$ cat src/rtl/vlf_pkg.sv
// Package: shared state encoding and byte constants for the fetch sequencer.
// Assumes byte-wide memory and prefixes fixed at build time.
package vlf_pkg;

    typedef enum logic [2:0] {
        ST_VEC_HI = 3'd0,
        ST_VEC_LO = 3'd1,
        ST_OPC    = 3'd2,
        ST_OPC2   = 3'd3,
        ST_OPND   = 3'd4,
        ST_EXEC   = 3'd5
    } fetch_state_e;

    localparam logic [7:0] PFX_WIDE  = 8'h10;
    localparam logic [7:0] PFX_SHORT = 8'h11;
    localparam logic [7:0] PFX_NONE  = 8'h00;

endpackage

$ cat src/rtl/vlf_len_decode.sv
// Module: operand length decoder.
// Works out from the final opcode byte and its prefix how many operand bytes
// follow (0..2), and flags a raw byte that is itself a prefix.
// Assumes the prefix input is PFX_NONE when no prefix was read.
module vlf_len_decode
    import vlf_pkg::*;
#(
    parameter int BYTE_W = 8
) (
    input  logic [BYTE_W-1:0] prefix,
    input  logic [BYTE_W-1:0] opcode,
    output logic [1:0]        opcnt,
    output logic              is_prefix
);

    // Count lookup: computed per prefix group instead of stored tables.
    always_comb begin
        if (prefix == PFX_WIDE) begin
            opcnt = opcode[BYTE_W-1] ? 2'd2 : 2'd0;
        end else if (prefix == PFX_SHORT) begin
            opcnt = 2'd1;
        end else begin
            case (opcode[BYTE_W-1 -: 2])
                2'b00:   opcnt = 2'd0;
                2'b01:   opcnt = 2'd1;
                2'b10:   opcnt = 2'd2;
                default: opcnt = 2'd1;
            endcase
        end
    end

    // Prefix recognition on a first opcode byte.
    assign is_prefix = (opcode == PFX_WIDE) || (opcode == PFX_SHORT);

    // Range guard on the count.
    always_comb begin
        AST_CNT_RANGE: assert (opcnt != 2'd3);
    end

endmodule

$ cat src/rtl/vlf_pc_unit.sv
// Module: program counter.
// Loads the start address one byte at a time (high, then low), then holds the
// address of the current instruction. It moves on only when the execute stage
// accepts that instruction: by the instruction length, to an absolute target,
// or by a signed byte offset counted from the end of the instruction.
module vlf_pc_unit #(
    parameter int ADDR_W = 16,
    parameter int LEN_W  = 3
) (
    input  logic              clk,
    input  logic              rst_n,
    input  logic              vec_hi_we,
    input  logic              vec_lo_we,
    input  logic [7:0]        vec_byte,
    input  logic              step_en,
    input  logic [LEN_W-1:0]  step_len,
    input  logic              jump_en,
    input  logic              jump_rel,
    input  logic [ADDR_W-1:0] jump_arg,
    output logic [ADDR_W-1:0] pc
);

    localparam int HI_W = ADDR_W - 8;

    logic [ADDR_W-1:0] seq_next;
    logic [ADDR_W-1:0] rel_next;
    logic [ADDR_W-1:0] off_ext;

    // Address after the current instruction, and the relative target.
    always_comb begin
        seq_next = pc + ADDR_W'(step_len);
        off_ext  = {{HI_W{jump_arg[7]}}, jump_arg[7:0]};
        rel_next = seq_next + off_ext;
    end

    // PC register: vector load, then redirect over sequential step.
    always_ff @(posedge clk) begin
        if (!rst_n) begin
            pc <= '0;
        end else if (vec_hi_we) begin
            pc <= {vec_byte, pc[7:0]};
        end else if (vec_lo_we) begin
            pc <= {pc[ADDR_W-1:8], vec_byte};
        end else if (step_en && jump_en) begin
            pc <= jump_rel ? rel_next : jump_arg;
        end else if (step_en) begin
            pc <= seq_next;
        end
    end

    AST_SEQ_STEP: assert property (@(posedge clk) disable iff (!rst_n)
        (step_en && !jump_en && !vec_hi_we && !vec_lo_we)
        |=> pc == $past(pc) + ADDR_W'($past(step_len)));

endmodule

$ cat src/rtl/vlf_operand_asm.sv
// Module: operand collector.
// Shifts each incoming operand byte in from the low end, so the first byte
// read ends up most significant. Cleared when a new opcode arrives.
module vlf_operand_asm #(
    parameter int OPND_BYTES = 2
) (
    input  logic                  clk,
    input  logic                  rst_n,
    input  logic                  clr,
    input  logic                  shift_en,
    input  logic [7:0]            byte_in,
    output logic [OPND_BYTES*8-1:0] operand
);

    localparam int OW = OPND_BYTES * 8;

    // Operand shift register.
    always_ff @(posedge clk) begin
        if (!rst_n || clr) begin
            operand <= '0;
        end else if (shift_en) begin
            operand <= {operand[OW-9:0], byte_in};
        end
    end

endmodule

$ cat src/rtl/vlen_fetch_seq.sv
// Module: variable-length instruction fetch sequencer (top).
// Reads the start vector, then fetches an opcode of one or two bytes and its
// decoded number of operand bytes from consecutive addresses, and holds the
// result for the execute stage until it is accepted. Assumes mem_ack is
// asserted for one cycle per read, with mem_rdata valid in that cycle.
module vlen_fetch_seq
    import vlf_pkg::*;
#(
    parameter int ADDR_W = 16
) (
    input  logic              clk,
    input  logic              rst_n,
    output logic              mem_req,
    output logic [ADDR_W-1:0] mem_addr,
    input  logic              mem_ack,
    input  logic [7:0]        mem_rdata,
    output logic              instr_valid,
    input  logic              instr_accept,
    output logic [ADDR_W-1:0] instr_pc,
    output logic [7:0]        instr_prefix,
    output logic [7:0]        instr_opcode,
    output logic [1:0]        instr_opcnt,
    output logic [15:0]       instr_operand,
    input  logic              redir_valid,
    input  logic              redir_rel,
    input  logic [ADDR_W-1:0] redir_target
);

    localparam int LEN_W = 3;
    localparam logic [ADDR_W-1:0] VEC_HI_ADDR = {{(ADDR_W-1){1'b1}}, 1'b0};
    localparam logic [ADDR_W-1:0] VEC_LO_ADDR = {ADDR_W{1'b1}};

    fetch_state_e      state;
    logic [LEN_W-1:0]  idx;
    logic [1:0]        remain;
    logic [7:0]        prefix_q;
    logic [7:0]        opcode_q;
    logic [1:0]        opcnt_q;
    logic [ADDR_W-1:0] pc;
    logic [7:0]        dec_pfx;
    logic [1:0]        dec_cnt;
    logic              dec_is_pfx;
    logic              take;
    logic              got;

    assign got  = mem_req && mem_ack;
    assign take = (state == ST_EXEC) && instr_accept;

    // Decoder prefix input: only the second opcode byte sees a prefix.
    assign dec_pfx = (state == ST_OPC2) ? prefix_q : PFX_NONE;

    vlf_len_decode u_dec (
        .prefix    (dec_pfx),
        .opcode    (mem_rdata),
        .opcnt     (dec_cnt),
        .is_prefix (dec_is_pfx)
    );

    vlf_pc_unit #(.ADDR_W(ADDR_W), .LEN_W(LEN_W)) u_pc (
        .clk       (clk),
        .rst_n     (rst_n),
        .vec_hi_we (got && state == ST_VEC_HI),
        .vec_lo_we (got && state == ST_VEC_LO),
        .vec_byte  (mem_rdata),
        .step_en   (take),
        .step_len  (idx),
        .jump_en   (redir_valid),
        .jump_rel  (redir_rel),
        .jump_arg  (redir_target),
        .pc        (pc)
    );

    vlf_operand_asm #(.OPND_BYTES(2)) u_opnd (
        .clk      (clk),
        .rst_n    (rst_n),
        .clr      (got && state == ST_OPC),
        .shift_en (got && state == ST_OPND),
        .byte_in  (mem_rdata),
        .operand  (instr_operand)
    );

    // Memory request and address: vector slots, then pc plus byte index.
    always_comb begin
        mem_req = (state != ST_EXEC);
        case (state)
            ST_VEC_HI: mem_addr = VEC_HI_ADDR;
            ST_VEC_LO: mem_addr = VEC_LO_ADDR;
            default:   mem_addr = pc + ADDR_W'(idx);
        endcase
    end

    // Sequencer state, byte index and decoded instruction fields.
    always_ff @(posedge clk) begin
        if (!rst_n) begin
            state    <= ST_VEC_HI;
            idx      <= '0;
            remain   <= '0;
            prefix_q <= PFX_NONE;
            opcode_q <= '0;
            opcnt_q  <= '0;
        end else begin
            case (state)
                ST_VEC_HI: if (got) state <= ST_VEC_LO;
                ST_VEC_LO: if (got) begin
                    state <= ST_OPC;
                    idx   <= '0;
                end
                ST_OPC: if (got) begin
                    idx <= LEN_W'(1);
                    if (dec_is_pfx) begin
                        prefix_q <= mem_rdata;
                        state    <= ST_OPC2;
                    end else begin
                        prefix_q <= PFX_NONE;
                        opcode_q <= mem_rdata;
                        opcnt_q  <= dec_cnt;
                        remain   <= dec_cnt;
                        state    <= (dec_cnt == 2'd0) ? ST_EXEC : ST_OPND;
                    end
                end
                ST_OPC2: if (got) begin
                    idx      <= LEN_W'(2);
                    opcode_q <= mem_rdata;
                    opcnt_q  <= dec_cnt;
                    remain   <= dec_cnt;
                    state    <= (dec_cnt == 2'd0) ? ST_EXEC : ST_OPND;
                end
                ST_OPND: if (got) begin
                    idx    <= idx + LEN_W'(1);
                    remain <= remain - 2'd1;
                    if (remain == 2'd1) state <= ST_EXEC;
                end
                ST_EXEC: if (instr_accept) begin
                    idx   <= '0;
                    state <= ST_OPC;
                end
                default: state <= ST_VEC_HI;
            endcase
        end
    end

    // Output view of the held instruction.
    always_comb begin
        instr_valid  = (state == ST_EXEC);
        instr_pc     = pc;
        instr_prefix = prefix_q;
        instr_opcode = opcode_q;
        instr_opcnt  = opcnt_q;
    end

    AST_ADDR_HOLD: assert property (@(posedge clk) disable iff (!rst_n)
        (mem_req && !mem_ack) |=> mem_addr == $past(mem_addr));
    AST_NO_FETCH_WAIT: assert property (@(posedge clk) disable iff (!rst_n)
        instr_valid |-> !mem_req);
    AST_HOLD_STABLE: assert property (@(posedge clk) disable iff (!rst_n)
        (instr_valid && !instr_accept) |=> instr_valid && $stable(instr_pc)
        && $stable(instr_opcode) && $stable(instr_operand) && $stable(instr_prefix));
    AST_VEC_ORDER: assert property (@(posedge clk) disable iff (!rst_n)
        (mem_req && mem_ack && mem_addr == VEC_HI_ADDR) |=> mem_addr == VEC_LO_ADDR);

endmodule

$ cat config.mk
export PLATFORM = sky130hd
export DESIGN_NAME = vlen_fetch_seq
export DESIGN_NICKNAME = d
export VERILOG_FILES = /design/src/rtl/vlf_pkg.sv /design/src/rtl/vlf_len_decode.sv /design/src/rtl/vlf_pc_unit.sv /design/src/rtl/vlf_operand_asm.sv /design/src/rtl/vlen_fetch_seq.sv
export SDC_FILE = /design/constraint.sdc
export NUM_CORES = 1
export LEC_CHECK = 0
export ABC_CLOCK_PERIOD_IN_PS = 5610
export BUFFER_PORTS_ARGS = -buffer_cell sky130_fd_sc_hd__buf_4
export CORE_MARGIN = 3
export CORE_UTILIZATION = 45
export CTS_CLUSTER_DIAMETER = 100
export CTS_CLUSTER_SIZE = 30
export DETAILED_ROUTE_END_ITERATION = 7
export GPL_TIMING_DRIVEN = 0
export PLACE_DENSITY = 0.68
export SETUP_SLACK_MARGIN = 0.02
export SLEW_MARGIN = 10
export SYNTH_ARGS = -nofsm -noshare
export SYNTH_HDL_FRONTEND = slang
export SYNTH_HIERARCHICAL = 1
export SYNTH_SLANG_ARGS = --single-unit
export TNS_END_PERCENT = 5
$ cat constraint.sdc
create_clock -name clk -period 5.61 [get_ports clk]
set_input_delay 0.8415 -clock clk [delete_from_list [all_inputs] [get_ports clk]]
set_output_delay 0.8415 -clock clk [all_outputs]
set_load 0.005 [all_outputs]
==> metrics.txt <==
run status=finished, final reports clean; Critical path destination=u_pc/pc[12]; capture instance of the worst register-to-register path=u_pc/pc[12]; GRT met2 Usage=39.4%; ratio of cells with drive above 1 in the final layout=22.5%; leakage dissipation=2.48 nW; Clk pwr share=37.1%; most frequent cells in the layout=sky130_fd_sc_hd__buf_4, sky130_fd_sc_hd__nor2_1, sky130_fd_sc_hd__dfxtp_1, sky130_fd_sc_hd__nand2_1, sky130_fd_sc_hd__a21oi_1; Crit Reg-Reg Startpoint=idx[0]; Post-Synthesis Net Count=635; clk sinks=58; instance count of the mapped netlist=579; post-synthesis to final-layout area growth=23.8%; endpoint kind of the worst setup timing path=flip-flop; area enclosed by the die boundary=11600 µm²; power per unit of standard cell area=206 nW/µm²; area inside the core boundary=9910 µm²; largest net degree at the start of global routing=13; Clock Skews=0.0100 ns; max-cap violations=0; TritonCTS clock tree=yes; CP startpoint=idx[0]; routed length per instance=17.0 µm; clock root buffer=sky130_fd_sc_hd__clkbuf_8; leading area contributor after synthesis=sky130_fd_sc_hd__dfxtp_1; top-area cell type share of the netlist area=25.0%; router iterations before antenna repair=5; Placer Congestion=0.881; Post-layout nets=741; DRC violation total after the first TritonRoute iteration=296; launching element type of the critical path=flip-flop; CTS Hold Bufs=0; synthesized area=4650 µm²; GRT Max-Usage Layer=met2; placed wire-length estimate after detailed placement=10700 µm; Reg2Reg Depth=13; class of the most critical hold timing path=reg2reg; normalized max-slew margin=53.5%; sequential share of power=38.1%; Max Clock Freq=0.278 GHz; minimum clock period=3.60 ns; library cells used by synthesis=77; Final Hold Vio Count=0; Filler Cell Count=979; Post-DRT Antenna Nets=0; buffers from clock root to sink, at most=2; I/O pin count=98; TritonCTS buffer count=9; internal power=0.811 mW; post-CTS setup buffer count=0; Placement Rows=36; period utilisation layout=64.2%; final antenna diode count=0; count of pins over their slew limit=0; horizontal extent of the die=108 µm; critical path peak fanout=5; insertion delay of the later-clocked pin in the worst-skew pair=0.33 ns; placement-stage worst setup slack=2.13 ns; asr flop ratio synth=0%; aggregate global routing overflow=0; detailed-route vias per instance=5.75; Port-buffer cells=95; Data required, critical path=5.81 ns; fraction of power consumed by combinational cells=24.8%; global-route met1 utilization=33.7%; most frequent standard cell in the layout excluding fill and tap cells=sky130_fd_sc_hd__buf_4; initial antenna violation count=0; top post-synthesis cells by area=sky130_fd_sc_hd__dfxtp_1, sky130_fd_sc_hd__mux2i_1, sky130_fd_sc_hd__ha_1; Vert. Die Dim=108 µm; Post-synth top flop=sky130_fd_sc_hd__dfxtp_1; vias in the first global route=4361; total power consumption of the routed design=1.18 mW; slack of the worst reg-to-reg path=2.01 ns; EDFF count, synth=0; net load switching power=0.372 mW; total wire length after detailed routing=14000 µm; overall global routing resource usage=24.1%; CP arrival=3.80 ns; number of H-tree branching levels=3; number of gates given a new drive strength after cts=0; mean instance size in the synthesized netlist=8.03 µm²; initial cell density of the core=46.9%; vias post-DR=4733; RSZ-0062 raised after global routing=no; number of synthesized register bits=58; global-route wire length before repair=22400 µm; fraction of the yosys area taken by sequential cells=25.0%; setup violators final=0; type of the setup path with the least slack=reg2reg; Clock transition at path regs=0.07 ns; Synth Warn #=6; total DRC errors in the routed layout=0; net switching fraction of the power=31.5%; slew at the pin closest to its max-slew limit=0.693 ns; setup ws final=2.01 ns; sum of negative setup slack=0 ns; met3 Resource Use GR=3.78%; maximum vdd ir drop=0.139 mV
## area by class of cell
| cell class | count | area (µm²) | share of cell area [%] |
|---|---|---|---|
| Multi-Input combinational cell | 474 | 3220 | 56.0 |
| Sequential cell | 58 | 1160 | 20.2 |
| Timing Repair Buffer | 95 | 713 | 12.4 |
| Buffer | 34 | 214 | 3.72 |
| Tap cell | 133 | 166 | 2.89 |
| Clock buffer | 9 | 124 | 2.15 |
| Clock inverter | 7 | 101 | 1.76 |
| Inverter | 13 | 53.8 | 0.935 |
## critical path, stage by stage (launching register included)
cell	delay (ns)
sky130_fd_sc_hd__dfxtp_1	0.36
sky130_fd_sc_hd__ha_1	0.25
sky130_fd_sc_hd__fa_1	0.42
sky130_fd_sc_hd__a21oi_1	0.32
sky130_fd_sc_hd__or2b_1	0.17
sky130_fd_sc_hd__xnor2_1	0.16
sky130_fd_sc_hd__ha_1	0.32
sky130_fd_sc_hd__o21ai_0	0.14
sky130_fd_sc_hd__o21bai_1	0.17
sky130_fd_sc_hd__o41ai_4	0.39
sky130_fd_sc_hd__o21ai_1	0.24
sky130_fd_sc_hd__and4b_1	0.26
sky130_fd_sc_hd__o31ai_1	0.20
sky130_fd_sc_hd__a21oi_1	0.08
## power groups by stage
stage	combinational [mW]	sequential, mW	clock (mW)
floorplan	0.185	0.453	0
global placement	0.281	0.459	0
detailed placement	0.288	0.460	0
CTS	0.290	0.450	0.449
global route	0.323	0.453	0.472
finish	0.293	0.451	0.439
## stage by stage
step / cells / hold WS (ns) / util [%] / instance area (µm²)
6_report: 823 / 0.478 / 58.1 / 5750
3_3_place_gp: 807 / 0.458 / 55.8 / 5530
5_1_grt: 823 / 0.500 / 58.1 / 5750
4_1_cts: 823 / 0.476 / 58.1 / 5750
2_1_floorplan: 579 / 0.457 / - / 4650
3_5_place_dp: 807 / 0.463 / 55.8 / 5530
## cells in the mapped netlist (all sizes together), types with 2 or more instances
cell type / number
or2: 3
xor2: 10
fa: 3
o21a: 2
nor3: 11
nand4: 8
a41oi: 3
mux2: 3
and2: 4
or3: 2
nand3: 23
a22oi: 3
clkbuf: 19
ha: 23
nor4: 4
a21oi: 50
nand2: 55
a311oi: 4
buf: 15
a2111oi: 2
a21o: 7
o21ai: 28
a31oi: 7
inv: 12
nor2: 71
nand3b: 2
o211ai: 3
mux2i: 38
o31ai: 3
o311a: 2
nor2b: 9
and3: 14
o221ai: 3
nor3b: 4
nand2b: 13
dfxtp: 58
o22ai: 4
a211oi: 15
xnor2: 21
## layer usage
layer,wire (µm),part of all wire (%),up-vias
met3,850,6.1,12
met2,6650,47,154
met4,107,0.76,0
met5,0,0,-
li1,-,-,2321
met1,6410,46,2246
## state kept, by name, summed over array words and instances (netlist names)
signal	flops
instr_opcode	8
remain	2
idx	3
u_opnd/operand	16
instr_opcnt	2
u_pc/pc	16
instr_prefix	8
state	3
## logic make-up after synthesis
family / count (synthesis) / synth area share (%)
AND/OR/NAND/NOR: 230 / 25.4
AO/OA/AOI/OAI: 146 / 21.5
flip-flops: 58 / 25.0
buffers and inverters: 47 / 5.76
multiplexers: 41 / 8.91
XOR/XNOR: 31 / 6.00
adder cells (fa/ha/maj): 26 / 7.48
## how the worst min path moves through the flow
| stage | end | from | slack [ns] | cells past startpoint |
|---|---|---|---|---|
| after floorplan | instr_prefix[6] | instr_prefix[6] | 0.46 | 2 |
| after global placement | instr_prefix[5] | instr_prefix[5] | 0.46 | 2 |
| after detailed placement | instr_prefix[4] | instr_prefix[4] | 0.46 | 2 |
| after CTS | instr_prefix[4] | instr_prefix[4] | 0.48 | 2 |
| after global routing | instr_prefix[5] | instr_prefix[5] | 0.50 | 2 |
| final | instr_prefix[2] | instr_prefix[2] | 0.48 | 2 |
(Power assumes the default switching activity.)
